===== src/rtl/rsg_pkg.sv =====
// Package rsg_pkg
// Shared state encoding and cause-bit layout for the reset sequence generator.
// Assumes a single main clock domain for every consumer.
package rsg_pkg;

    // Sequence controller states
    typedef enum logic [1:0] {
        ST_IDLE    = 2'd0,
        ST_DRIVE   = 2'd1,
        ST_RELEASE = 2'd2,
        ST_HOLD    = 2'd3
    } rsg_state_e;

    // Cause register layout
    localparam int CAUSE_W      = 4;
    localparam int CAUSE_POR    = 0;
    localparam int CAUSE_WDOG   = 1;
    localparam int CAUSE_CLKMON = 2;
    localparam int CAUSE_PAD    = 3;

    localparam logic [CAUSE_W-1:0] CAUSE_POR_MASK = CAUSE_W'(1) << CAUSE_POR;

endpackage


===== src/rtl/rsg_pad_sync.sv =====
// Module rsg_pad_sync
// Multi-stage synchronizer for the reset pad level.
// Assumes the pad is low at power-on (the block drives it), so every stage
// resets to 0. STAGES must be at least 2.
module rsg_pad_sync #(
    parameter int STAGES = 2
) (
    input  logic clk,
    input  logic rst_n,
    input  logic pad_async,
    output logic pad_sync
);

    logic [STAGES-1:0] sync_q;

    // First stage samples the asynchronous pad level
    always_ff @(posedge clk) begin
        if (!rst_n) sync_q[0] <= 1'b0;
        else        sync_q[0] <= pad_async;
    end

    generate
        for (genvar i = 1; i < STAGES; i++) begin : g_stage
            // Each later stage re-samples the previous one
            always_ff @(posedge clk) begin
                if (!rst_n) sync_q[i] <= 1'b0;
                else        sync_q[i] <= sync_q[i-1];
            end
        end
    endgenerate

    assign pad_sync = sync_q[STAGES-1];

endmodule


===== src/rtl/rsg_seq_ctrl.sv =====
// Module rsg_seq_ctrl
// Phase controller: drive window, release window, then wait for a high pad.
// Assumes restart is synchronous to clk. pad_sync is already synchronized.
// Outputs are registered from the next-state decode, so they do not glitch.
module rsg_seq_ctrl
    import rsg_pkg::*;
#(
    parameter int DRIVE_CYC   = 512,
    parameter int RELEASE_CYC = 256
) (
    input  logic clk,
    input  logic rst_n,
    input  logic restart,
    input  logic pad_sync,
    output logic ext_start,
    output logic drive_en,
    output logic sys_rst
);

    localparam int MAX_CYC = (DRIVE_CYC > RELEASE_CYC) ? DRIVE_CYC : RELEASE_CYC;
    localparam int CNT_W   = (MAX_CYC > 1) ? $clog2(MAX_CYC) : 1;
    localparam logic [CNT_W-1:0] DRV_LAST = CNT_W'(DRIVE_CYC - 1);
    localparam logic [CNT_W-1:0] REL_LAST = CNT_W'(RELEASE_CYC - 1);
    localparam logic [CNT_W-1:0] CNT_ONE  = CNT_W'(1);

    rsg_state_e       st_q, st_n;
    logic [CNT_W-1:0] cnt_q, cnt_n;
    logic             drive_q, rst_q;

    // A low pad counts as a request only while no sequence is running
    assign ext_start = (st_q == ST_IDLE) && !pad_sync;

    // Next-state and phase-count decode
    always_comb begin
        st_n  = st_q;
        cnt_n = cnt_q;
        if (restart || ext_start) begin
            st_n  = ST_DRIVE;
            cnt_n = '0;
        end else begin
            unique case (st_q)
                ST_DRIVE: begin
                    if (cnt_q == DRV_LAST) begin
                        st_n  = ST_RELEASE;
                        cnt_n = '0;
                    end else begin
                        cnt_n = cnt_q + CNT_ONE;
                    end
                end
                ST_RELEASE: begin
                    if (cnt_q == REL_LAST) begin
                        st_n  = pad_sync ? ST_IDLE : ST_HOLD;
                        cnt_n = '0;
                    end else begin
                        cnt_n = cnt_q + CNT_ONE;
                    end
                end
                ST_HOLD: begin
                    if (pad_sync) st_n = ST_IDLE;
                end
                default: begin
                    st_n = ST_IDLE;
                end
            endcase
        end
    end

    // State, counter and registered outputs
    always_ff @(posedge clk) begin
        if (!rst_n) begin
            st_q    <= ST_DRIVE;
            cnt_q   <= '0;
            drive_q <= 1'b1;
            rst_q   <= 1'b1;
        end else begin
            st_q    <= st_n;
            cnt_q   <= cnt_n;
            drive_q <= (st_n == ST_DRIVE);
            rst_q   <= (st_n != ST_IDLE);
        end
    end

    assign drive_en = drive_q;
    assign sys_rst  = rst_q;

endmodule


===== src/rtl/rsg_cause_reg.sv =====
// Module rsg_cause_reg
// Holds the sources that started the latest sequence; write-one-to-clear.
// Assumes hit is a one-cycle vector of the sources that start a sequence at
// this edge. A start takes precedence over a clear at the same edge.
module rsg_cause_reg
    import rsg_pkg::*;
(
    input  logic               clk,
    input  logic               rst_n,
    input  logic [CAUSE_W-1:0] hit,
    input  logic               clr_we,
    input  logic [CAUSE_W-1:0] clr_mask,
    output logic [CAUSE_W-1:0] cause
);

    logic [CAUSE_W-1:0] cause_q;

    // Power-on sets the power-on bit; a start replaces; a clear strobe masks
    always_ff @(posedge clk) begin
        if (!rst_n)       cause_q <= CAUSE_POR_MASK;
        else if (|hit)    cause_q <= hit;
        else if (clr_we)  cause_q <= cause_q & ~clr_mask;
    end

    assign cause = cause_q;

endmodule


===== src/rtl/rst_seq_gen.sv =====
// Module rst_seq_gen
// Reset sequence generator: combines the reset requests, times the pad drive
// and release windows, stretches the internal reset while the pad is held low,
// and records the starting cause.
// Assumes wdog_req, clkmon_req and the clear port are synchronous to clk.
// pad_in may be asynchronous.
module rst_seq_gen
    import rsg_pkg::*;
#(
    parameter int DRIVE_CYC   = 512,
    parameter int RELEASE_CYC = 256,
    parameter int SYNC_STAGES = 2
) (
    input  logic               clk,
    input  logic               rst_n,
    input  logic               wdog_req,
    input  logic               clkmon_req,
    input  logic               pad_in,
    input  logic               cause_clr_we,
    input  logic [CAUSE_W-1:0] cause_clr_mask,
    output logic               pad_drive_en,
    output logic               sys_rst,
    output logic [CAUSE_W-1:0] cause
);

    logic               pad_sync;
    logic               ext_start;
    logic               int_restart;
    logic [CAUSE_W-1:0] src_hit;

    assign int_restart = wdog_req | clkmon_req;

    // Collect the sources that start a sequence at this edge
    always_comb begin
        src_hit               = '0;
        src_hit[CAUSE_WDOG]   = wdog_req;
        src_hit[CAUSE_CLKMON] = clkmon_req;
        src_hit[CAUSE_PAD]    = ext_start;
    end

    rsg_pad_sync #(
        .STAGES (SYNC_STAGES)
    ) i_pad_sync (
        .clk       (clk),
        .rst_n     (rst_n),
        .pad_async (pad_in),
        .pad_sync  (pad_sync)
    );

    rsg_seq_ctrl #(
        .DRIVE_CYC   (DRIVE_CYC),
        .RELEASE_CYC (RELEASE_CYC)
    ) i_seq_ctrl (
        .clk       (clk),
        .rst_n     (rst_n),
        .restart   (int_restart),
        .pad_sync  (pad_sync),
        .ext_start (ext_start),
        .drive_en  (pad_drive_en),
        .sys_rst   (sys_rst)
    );

    rsg_cause_reg i_cause_reg (
        .clk      (clk),
        .rst_n    (rst_n),
        .hit      (src_hit),
        .clr_we   (cause_clr_we),
        .clr_mask (cause_clr_mask),
        .cause    (cause)
    );

endmodule


===== config.mk =====
export PLATFORM = sky130hd
export DESIGN_NAME = rst_seq_gen
export DESIGN_NICKNAME = d
export VERILOG_FILES = /design/src/rtl/rsg_pkg.sv /design/src/rtl/rsg_pad_sync.sv /design/src/rtl/rsg_seq_ctrl.sv /design/src/rtl/rsg_cause_reg.sv /design/src/rtl/rst_seq_gen.sv
export SDC_FILE = /design/constraint.sdc
export NUM_CORES = 1
export LEC_CHECK = 0
export BUFFER_PORTS_ARGS = -buffer_cell sky130_fd_sc_hd__buf_2
export CORE_ASPECT_RATIO = 1.25
export CORE_MARGIN = 2
export CORE_UTILIZATION = 40
export CTS_CLUSTER_DIAMETER = 80
export DETAILED_ROUTE_END_ITERATION = 8
export GPL_TIMING_DRIVEN = 0
export PLACE_DENSITY = 0.64
export SLEW_MARGIN = 10
export SYNTH_ARGS = -nofsm -noshare
export SYNTH_HDL_FRONTEND = slang
export SYNTH_HIERARCHICAL = 1
export SYNTH_SLANG_ARGS = --single-unit
export TNS_END_PERCENT = 100

===== constraint.sdc =====
create_clock -name clk -period 1.8 [get_ports clk]
set_input_delay 0.18 -clock clk [delete_from_list [all_inputs] [get_ports clk]]
set_output_delay 0.18 -clock clk [all_outputs]
set_load 0.05 [all_outputs]

======== After elaboration in Yosys (flattened, before gate mapping) ========
Cells that the tools add are included.
storage, ports and cells
  register bits after elaboration ......... 19
  output and inout bits ................... 6
  word-level logic and storage cells ...... 38
operators by class
  add/sub/neg operators ................... 1
  equality and inequality tests ........... 6
  multiplexer cells ....................... 11
  bitwise gates (word level) .............. 4
  reductions and logical operators ........ 9
operator list
  cell                   number
  $mux W9                2
  $pmux W9 S2            1
  $mux W2                5
  $add A9 B1 Y9 const B  1
  $eq A9 B8 Y1 const B   1
  $eq A9 B9 Y1 const B   1
  $mux W4                2
  $pmux W2 S3            1
  $reduce_bool A2 Y1     3
  $and A4 B4 Y4          1
  $eq A2 B1 Y1 const B   2
  $eq A2 B2 Y1 const B   2
  $not A4 Y4             1
  $reduce_or A3 Y1       1
  $logic_not A2 Y1       1
  $reduce_or A2 Y1       1
  $logic_and A1 B1 Y1    1
  $logic_not A1 Y1       1
  $logic_or A1 B1 Y1     1
  $not A1 Y1             1
  $or A1 B1 Y1           1

======== Depth between registers and ports, before layout ========
Gate-level depths: netlist of run 1.
  word-level depth ........................ 5
  mapped depth ............................ 8

======== Modules after synthesis ========
Netlist of run 1, hierarchy kept.
modules (own cells, without submodules)
  module         instances  cells an instance  area an instance (µm²)  sequential area each (µm²)
  rsg_seq_ctrl   1          83                 715.7                   260.2
  rsg_cause_reg  1          16                 181.4                   80.1
  rsg_pad_sync   1          4                  52.6                    40.0
  rst_seq_gen    1          2                  10.0                    0.0

======== Worst setup path after synthesis of run 1 ========
No wires, ideal clock.
  kind .................................... reg2reg
  start ................................... reg i_seq_ctrl.st_q[0]
  end ..................................... reg i_seq_ctrl.rst_q (netlist: i_seq_ctrl/sys_rst)
  library setup time ...................... 0.123 ns
  arrival ................................. 1.690 ns
  path slack .............................. -0.013 ns
  stages on the path, launching flop included .. 8
  path buffers ............................ 1
  clock period less this slack ............ 1.813 ns
  path through ............................ dfxtp_1 inv_1 ha_1 nor2b_1 or3b_1 buf_2 a311o_1 o21bai_1
between the ends
  cells in the longest elaborated chain, start to end .. 5
  elaborated cells between the ends (all ways) .. 12
  classes of those cells .................. eq/ne: 3; mux: 5; reduce/logical: 4
RTL lines
  element                 line                RTL
  start, declared         rsg_seq_ctrl.sv:26  rsg_state_e st_q, st_n;
  start signal, assigned  rsg_seq_ctrl.sv:76  st_q <= st_n;
  $logic_not A2 Y1        rsg_seq_ctrl.sv:31  assign ext_start = (st_q == ST_IDLE) && !pad_sync;
  $logic_and A1 B1 Y1     rsg_seq_ctrl.sv:31
  net ext_start           rst_seq_gen.sv:27   logic ext_start;
  $logic_or A1 B1 Y1      rsg_seq_ctrl.sv:37  if (restart || ext_start) begin
  $mux W2                 rsg_seq_ctrl.sv:37
  $reduce_bool A2 Y1      rsg_seq_ctrl.sv:79  rst_q <= (st_n != ST_IDLE);
  end signal, assigned    rsg_seq_ctrl.sv:79
  end, declared           rsg_seq_ctrl.sv:28  logic drive_q, rst_q;
The timed path passes the listed nets, and every way through them passes these cells.
A chain may end at the register's enable or synchronous reset.

======== Worst setup path in the final report of run 1 ========
  start ................................... reg i_seq_ctrl.cnt_q[3]
  end ..................................... reg i_seq_ctrl.rst_q (netlist: i_seq_ctrl/sys_rst)
between the ends
  cells in the longest elaborated chain, start to end .. 5
  elaborated cells between the ends (all ways) .. 7
  classes of those cells .................. eq/ne: 2; mux: 4; reduce/logical: 1
RTL lines
  element                                              line                                    RTL
  start, declared                                      rsg_seq_ctrl.sv:27                      logic [CNT_W-1:0] cnt_q, cnt_n;
  start signal, assigned                               rsg_seq_ctrl.sv:77                      cnt_q <= cnt_n;
  $eq A9 B8 Y1 / $eq A9 B9 Y1 (equally long branches)  rsg_seq_ctrl.sv:51, rsg_seq_ctrl.sv:43
  $mux W2, on equally long branches                    rsg_seq_ctrl.sv:51, rsg_seq_ctrl.sv:43
  $pmux W2 S3 (*)                                      rsg_seq_ctrl.sv:41                      unique case (st_q)
  $mux W2 (*)                                          rsg_seq_ctrl.sv:37
  $reduce_bool A2 Y1 (*)                               rsg_seq_ctrl.sv:79
Mark *: on every way between the ends. The rest lies on a longest branch, timed or not.

==> flow_summary.yaml, run 1 <==
run_status:
  outcome: "finished, final reports clean"
drt:
  first_pass_iters: 4
  wirelength_mm: 2.00
  wl_per_cell_um: 11.8
  routed-wl-met2_mm: 1.05
  drt_iter0_markers: 17
  antenna_left: 0
  wl_met3_um: 65
  via_per_inst: 4.95
  dr.max_layer_used: "met4"
  drc_errors: 0
  num_vias: 836
  met1_length_um: 816
floorplanning:
  die_h_um: 58.8
  floorplan.initialDensity_pct: 42.9
  core_area_mm2: 0.00223
  num_rows: 19
  fp.dieW_um: 47.8
  dieArea_mm2: 0.00281
  pin_count: 16
yosys:
  ys_seq_elements: 19
  avgSynthCellArea_um2: 9.14
  synth_top_cell_area_share_pct: 39.6
  yosys_warnings: 6
  ys_types: 35
  syn_area_um2: 960
  yosysSeqAreaShare_pct: 39.6
  ys_top_cells_by_area: "dfxtp_1 40%, ha_1 12%, nor2_1 5.5%"
  synth_top_area_cell: "dfxtp_1"
  netlist_instances: 105
clocking:
  cts_tree: "yes"
  cts-root-buf: "clkbuf_4"
  htreeDepth: 1
  worst_skew_pair.late_latency_ns: 0.30
  cts.sink_count: 19
  numCtsBuffers: 3
  clkTransAtPathRegs_ns: 0.11
  ctsHoldBuffers: 0
  clk_path_buf_depth: 2
finish:
  layout-drive-gt1-share_pct: 40.6
  syn2layout_area_growth_pct: 35.7
  final.fill_count: 206
  nets: 158
  stdcell_area_mm2: 0.00130
  antenna_cells: 0
  fin_util_pct: 58.3
placed_design:
  io_buffer_count: 15
  gp_congestion: 0.766
  placed_cell_area_mm2: 0.00108
  dp_hpwl_mm: 1.35
critical_path:
  setup.worst_path.start_class: "register"
  reg2reg_from: "i_seq_ctrl/cnt_q[3]"
  path_max_fanout: 5
  worstSetupEndpoint: "i_seq_ctrl/sys_rst"
  r2r_slack_ns: 0.04
  critPathCaptureType: "register"
  startpoint: "i_seq_ctrl/cnt_q[3]"
  crit_arrival_ns: 1.96
  required_ns: 2.00
  r2r_end: "i_seq_ctrl/sys_rst"
  crit_type: "register to register"
  ff2ff_path_depth: 6
grt:
  grt_max_degree: 11
  grt_pass1_wl_mm: 3.62
  grt_use_total_pct: 17.9
  overflow: 0
  antenna_found_initial: 0
  grt_pass1_vias: 905
power_and_ir_drop:
  power_mw: 0.715
  p_per_area_mw_per_mm2: 549
  p_leak_nw: 0.539
  ir_drop_mv: 0.468
timing:
  totalNegativeSetupSlack_ns: 0
  setup_viol: 0
  hold_violations: 0
  finalCriticalPeriod_ns: 1.76
  fmax_mhz: 568
  min_period_over_period_pct: 97.8
  maxSlewViolCount: 0
  clock_skew_ns: 0.000906
worst_hold_path:
  holdCritPathClass: "input port to register"
flow_run:
  cap_violations: 0
## layout by cell type, fill, tap and decap left out, types with 3 or more instances in the layout
master,synthesis,layout
nand4_1,4,4
dfxtp_1,19,11
nor2_1,14,12
a21oi_1,4,4
ha_1,9,5
inv_1,8,6
dfxtp_2,0,7
buf_4,0,13
xor2_1,4,4
nand2_1,5,5
conb_1,1,3
clkbuf_4,0,3
ha_4,0,3
buf_2,1,15
## routing by layer
metal	track usage, %	up-vias
li1	-	425
met1	18.6	384
met3	3.37	7
met5	0	-
met4	10.0	0
met2	31.6	20
## layout make-up
type / count / area (um2) / area share [%]
buffer: 1 / 11.3 / 0.865
clock buffer: 4 / 26.3 / 2.02
inverter: 8 / 30.0 / 2.31
multi-input combinational: 78 / 631 / 48.4
sequential: 19 / 393 / 30.2
tap: 31 / 38.8 / 2.98
timing repair buffer: 28 / 173 / 13.3
## synthesized netlist by cell type
cell / n
nand2b_1: 2
or3b_1: 1
inv_1: 8
nand4_1: 4
a32o_1: 2
and2_1: 2
nand3b_1: 2
nand2_1: 5
o211a_1: 1
xnor2_1: 2
or3_1: 1
nor4b_2: 1
a211oi_1: 2
clkbuf_1: 1
a21boi_0: 2
nor2_1: 14
o21ai_0: 2
and3_1: 1
mux2i_1: 1
xor2_1: 4
nor2b_1: 2
or2_1: 1
a21o_1: 1
nor3_2: 1
dfxtp_1: 19
buf_2: 1
o31a_1: 1
a311o_1: 2
mux2_2: 1
nand3_1: 1
conb_1: 1
o21bai_1: 1
a21oi_1: 4
nor3_1: 2
ha_1: 9
## where the power goes
group	total, mW	internal (mW)	switching (mW)
sequential	0.431	0.426	0.00443
clock	0.221	0.0865	0.135
combinational	0.0631	0.0271	0.0360
total	0.715	0.540	0.175
## flip-flops by register name (all words and copies together) (netlist names)
| signal | flops |
|---|---|
| i_seq_ctrl/sys_rst | 1 |
| i_seq_ctrl/drive_en | 1 |
| i_seq_ctrl/cnt_q | 9 |
| i_cause_reg/cause | 4 |
| i_seq_ctrl/st_q | 2 |
| i_pad_sync/pad_sync | 1 |
| i_pad_sync/sync_q | 1 |
## worst min-delay path by stage
| stage | from | endpoint | slack [ns] | cells after the start |
|---|---|---|---|---|
| floorplan | rst_n | i_pad_sync/pad_sync | 0.30 | 1 |
| global placement | pad_in | i_pad_sync/sync_q[0] | 0.39 | 2 |
| detailed placement | pad_in | i_pad_sync/sync_q[0] | 0.39 | 2 |
| CTS | pad_in | i_pad_sync/sync_q[0] | 0.07 | 2 |
| global route | pad_in | i_pad_sync/sync_q[0] | 0.06 | 2 |
| finish | pad_in | i_pad_sync/sync_q[0] | 0.07 | 2 |
## logic make-up (layout without fill, tap and decap cells)
logic type	Yosys count	after routing	share of synthesized area, %
xor+xnor	6	6	5.48
flops	19	19	39.6
buf+inv	10	41	4.04
simple gates	40	40	22.6
compound gates	18	18	14.0
fa+ha+maj	9	9	11.7
mux	2	2	2.22
other cells	1	3	0.391
## critical path: stages, from the launching register on
cell      delay, ns
dfxtp_4        0.38
nand4_1        0.18
nor2_4         0.21
ha_2           0.22
mux2i_1        0.09
a311o_1        0.40
o21bai_1       0.16
## stage by stage
stage                     hold slack [ns]  std cells  worst slack, ns
final                              0.0706        169           0.0389
after global routing               0.0562        169          -0.0342
after CTS                          0.0730        166          0.00262
after detailed placement            0.388        153           -0.136
after global placement              0.387        153           -0.120
after floorplan                     0.302        107          0.00440
## timing repair
action                                  in CTS  in global routing
buffers inserted                             9                  4
gates resized for setup                     13                 14
pin swaps                                    5                  5
endpoints found under the setup margin       9                 10
Power figures use the tool's default switching activity.
==> run 2: changes to the inputs <==
- REMOVE_ABC_BUFFERS: unset -> 1
- clock period: 1.8 -> 1.4 ns (I/O delays scaled with it)
==> flow_summary.yaml, run 2 (synthesized netlist as in run 1, its figures left out) <==
run_status:
  outcome: "finished, violations left"
  failed_checks: "setup timing"
floorplanning:
  dieArea_mm2: 0.00281
  fp.dieW_um: 47.8
  pin_count: 16
  core_area_mm2: 0.00223
  floorplan.initialDensity_pct: 42.9
  num_rows: 19
  die_h_um: 58.8
clocking:
  cts_tree: "yes"
  cts-root-buf: "clkbuf_4"
  cts.sink_count: 19
  htreeDepth: 1
  worst_skew_pair.late_latency_ns: 0.29
  numCtsBuffers: 3
  clkTransAtPathRegs_ns: 0.11
  clk_path_buf_depth: 2
  ctsHoldBuffers: 0
placed_design:
  dpl.cell_count: 151
  io_buffer_count: 15
  dp_hpwl_mm: 1.35
  gp_congestion: 0.753
critical_path:
  reg2reg_from: "i_seq_ctrl/cnt_q[6]"
  required_ns: 1.59
  r2r_end: "i_seq_ctrl/sys_rst"
  crit_type: "register to register"
  cp_num_buf_inv: 0
  setup.worst_path.start_class: "register"
  path_cells: "nand4_1, nor2_4, ha_4, nand2b_4, a211oi_2, a311o_1, o21bai_1"
  crit_arrival_ns: 1.88
  cp_slowest_stage_delay_ns: 0.37
  crit_family: "simple AND/OR/NAND/NOR gates"
  path_max_fanout: 3
  r2r_slack_ns: -0.29
  cp_slowest_cell: "dfxtp_1"
  ff2ff_path_depth: 7
  critPathCaptureType: "register"
finish:
  final_cells: 170
  largest_reg_flops: 9
  layout_commonest_cell: "buf_2"
  final_cell_mix: "15 x buf_2, 12 x dfxtp_1, 12 x buf_4"
  multiInputGateArea_um2: 721
  layout-drive-gt1-share_pct: 48.9
  syn2layout_area_growth_pct: 46.3
  antenna_cells: 0
  top_register: "i_seq_ctrl/cnt_q"
  final.fill_count: 188
  register_area_um2: 389
  fin_util_pct: 62.8
  nets: 159
power_and_ir_drop:
  p_per_area_mw_per_mm2: 654
  p_switching_mw: 0.220
  ir_drop_mv: 0.714
  p_sw_share_pct: 23.9
  power_mw: 0.918
  pwr-share-clk_pct: 29.8
  p_leak_nw: 0.551
  power.internal_mw: 0.698
  pwr-share-comb_pct: 9.7
  p_seq_share_pct: 60.6
grt:
  overflow: 0
  antenna_found_initial: 0
  grt_pass1_wl_mm: 3.74
  grt_pass1_vias: 898
  grt_use_total_pct: 17.7
  grt_max_degree: 11
drt:
  drc_errors: 0
  wirelength_mm: 2.19
  drt_iter0_markers: 20
  wl_per_cell_um: 12.9
  via_per_inst: 5.04
  num_vias: 857
  first_pass_iters: 4
  antenna_left: 0
timing:
  setup_viol: 13
  hold_violations: 0
  clock_skew_ns: 0.00263
  finalCriticalPeriod_ns: 1.69
  min_period_over_period_pct: 121
  final.setup.worst_slack_ns: -0.292
  fmax_mhz: 591
  rsz0062_at_grt: "true"
  maxSlewViolCount: 0
flow_run:
  cap_violations: 0
worst_hold_path:
  whs_path_depth: 2
  hold_start: "pad_in"
  holdCritPathClass: "input port to register"
  min_to: "i_pad_sync/sync_q[0]"
## run 2: what timing repair did
| action | CTS | global route |
|---|---|---|
| resized for setup | 32 | 16 |
| pin swaps | 15 | 8 |
| setup buffers | 12 | 3 |
| endpoints found under the setup margin | 17 | 16 |
## run 2: cell type report
cell class                 instances  area share [%]
sequential                        19            27.7
tap                               31            2.76
clock buffer                       4            1.87
timing repair buffer              30            14.2
multi-input combinational         78            51.3
inverter                           8            2.14
## run 2: metrics by stage
| stage | cell area, um2 | setup slack, ns | hold WS [ns] | TNS (ns) |
|---|---|---|---|---|
| finish | 1400 | -0.292 | 0.0454 | -2.46 |
| global route | 1400 | -0.372 | 0.0357 | -3.31 |
| CTS | 1310 | -0.306 | 0.0442 | -2.49 |
| detailed placement | 1070 | -0.580 | 0.358 | -5.33 |
| global placement | 1070 | -0.565 | 0.348 | -5.00 |
| floorplan | 958 | -0.386 | 0.262 | -2.39 |
## run 2: power groups by stage
| stage | Sequential (mW) | Clock [mW] | Combinational, mW |
|---|---|---|---|
| final | 0.556 | 0.273 | 0.0888 |
| after global routing | 0.558 | 0.310 | 0.0967 |
| after CTS | 0.556 | 0.282 | 0.0831 |
| after detailed placement | 0.567 | 0 | 0.0717 |
| after global placement | 0.567 | 0 | 0.0713 |
| after floorplan | 0.585 | 0 | 0.0259 |
## run 2: routing by layer
layer | wire length [um] | part of all wire [%] | track usage, %
met2 | 1200 | 55 | 32.8
met3 | 60 | 2.7 | 1.84
met4 | 0 | 0 | 3.09
met1 | 932 | 42 | 21.2
met5 | 0 | 0 | 0
## run 2: worst max-delay path by stage
stage                   startpoint                 end  slack, ns  depth (start not counted)
4_1_cts        i_seq_ctrl/cnt_q[1]  i_seq_ctrl/sys_rst      -0.31                          8
5_1_grt        i_seq_ctrl/cnt_q[6]  i_seq_ctrl/sys_rst      -0.37                          7
6_report       i_seq_ctrl/cnt_q[6]  i_seq_ctrl/sys_rst      -0.29                          7
3_5_place_dp    i_seq_ctrl/st_q[1]  i_seq_ctrl/sys_rst      -0.58                          6
2_1_floorplan   i_seq_ctrl/st_q[0]  i_seq_ctrl/sys_rst      -0.39                          6
3_3_place_gp    i_seq_ctrl/st_q[1]  i_seq_ctrl/sys_rst      -0.57                          6
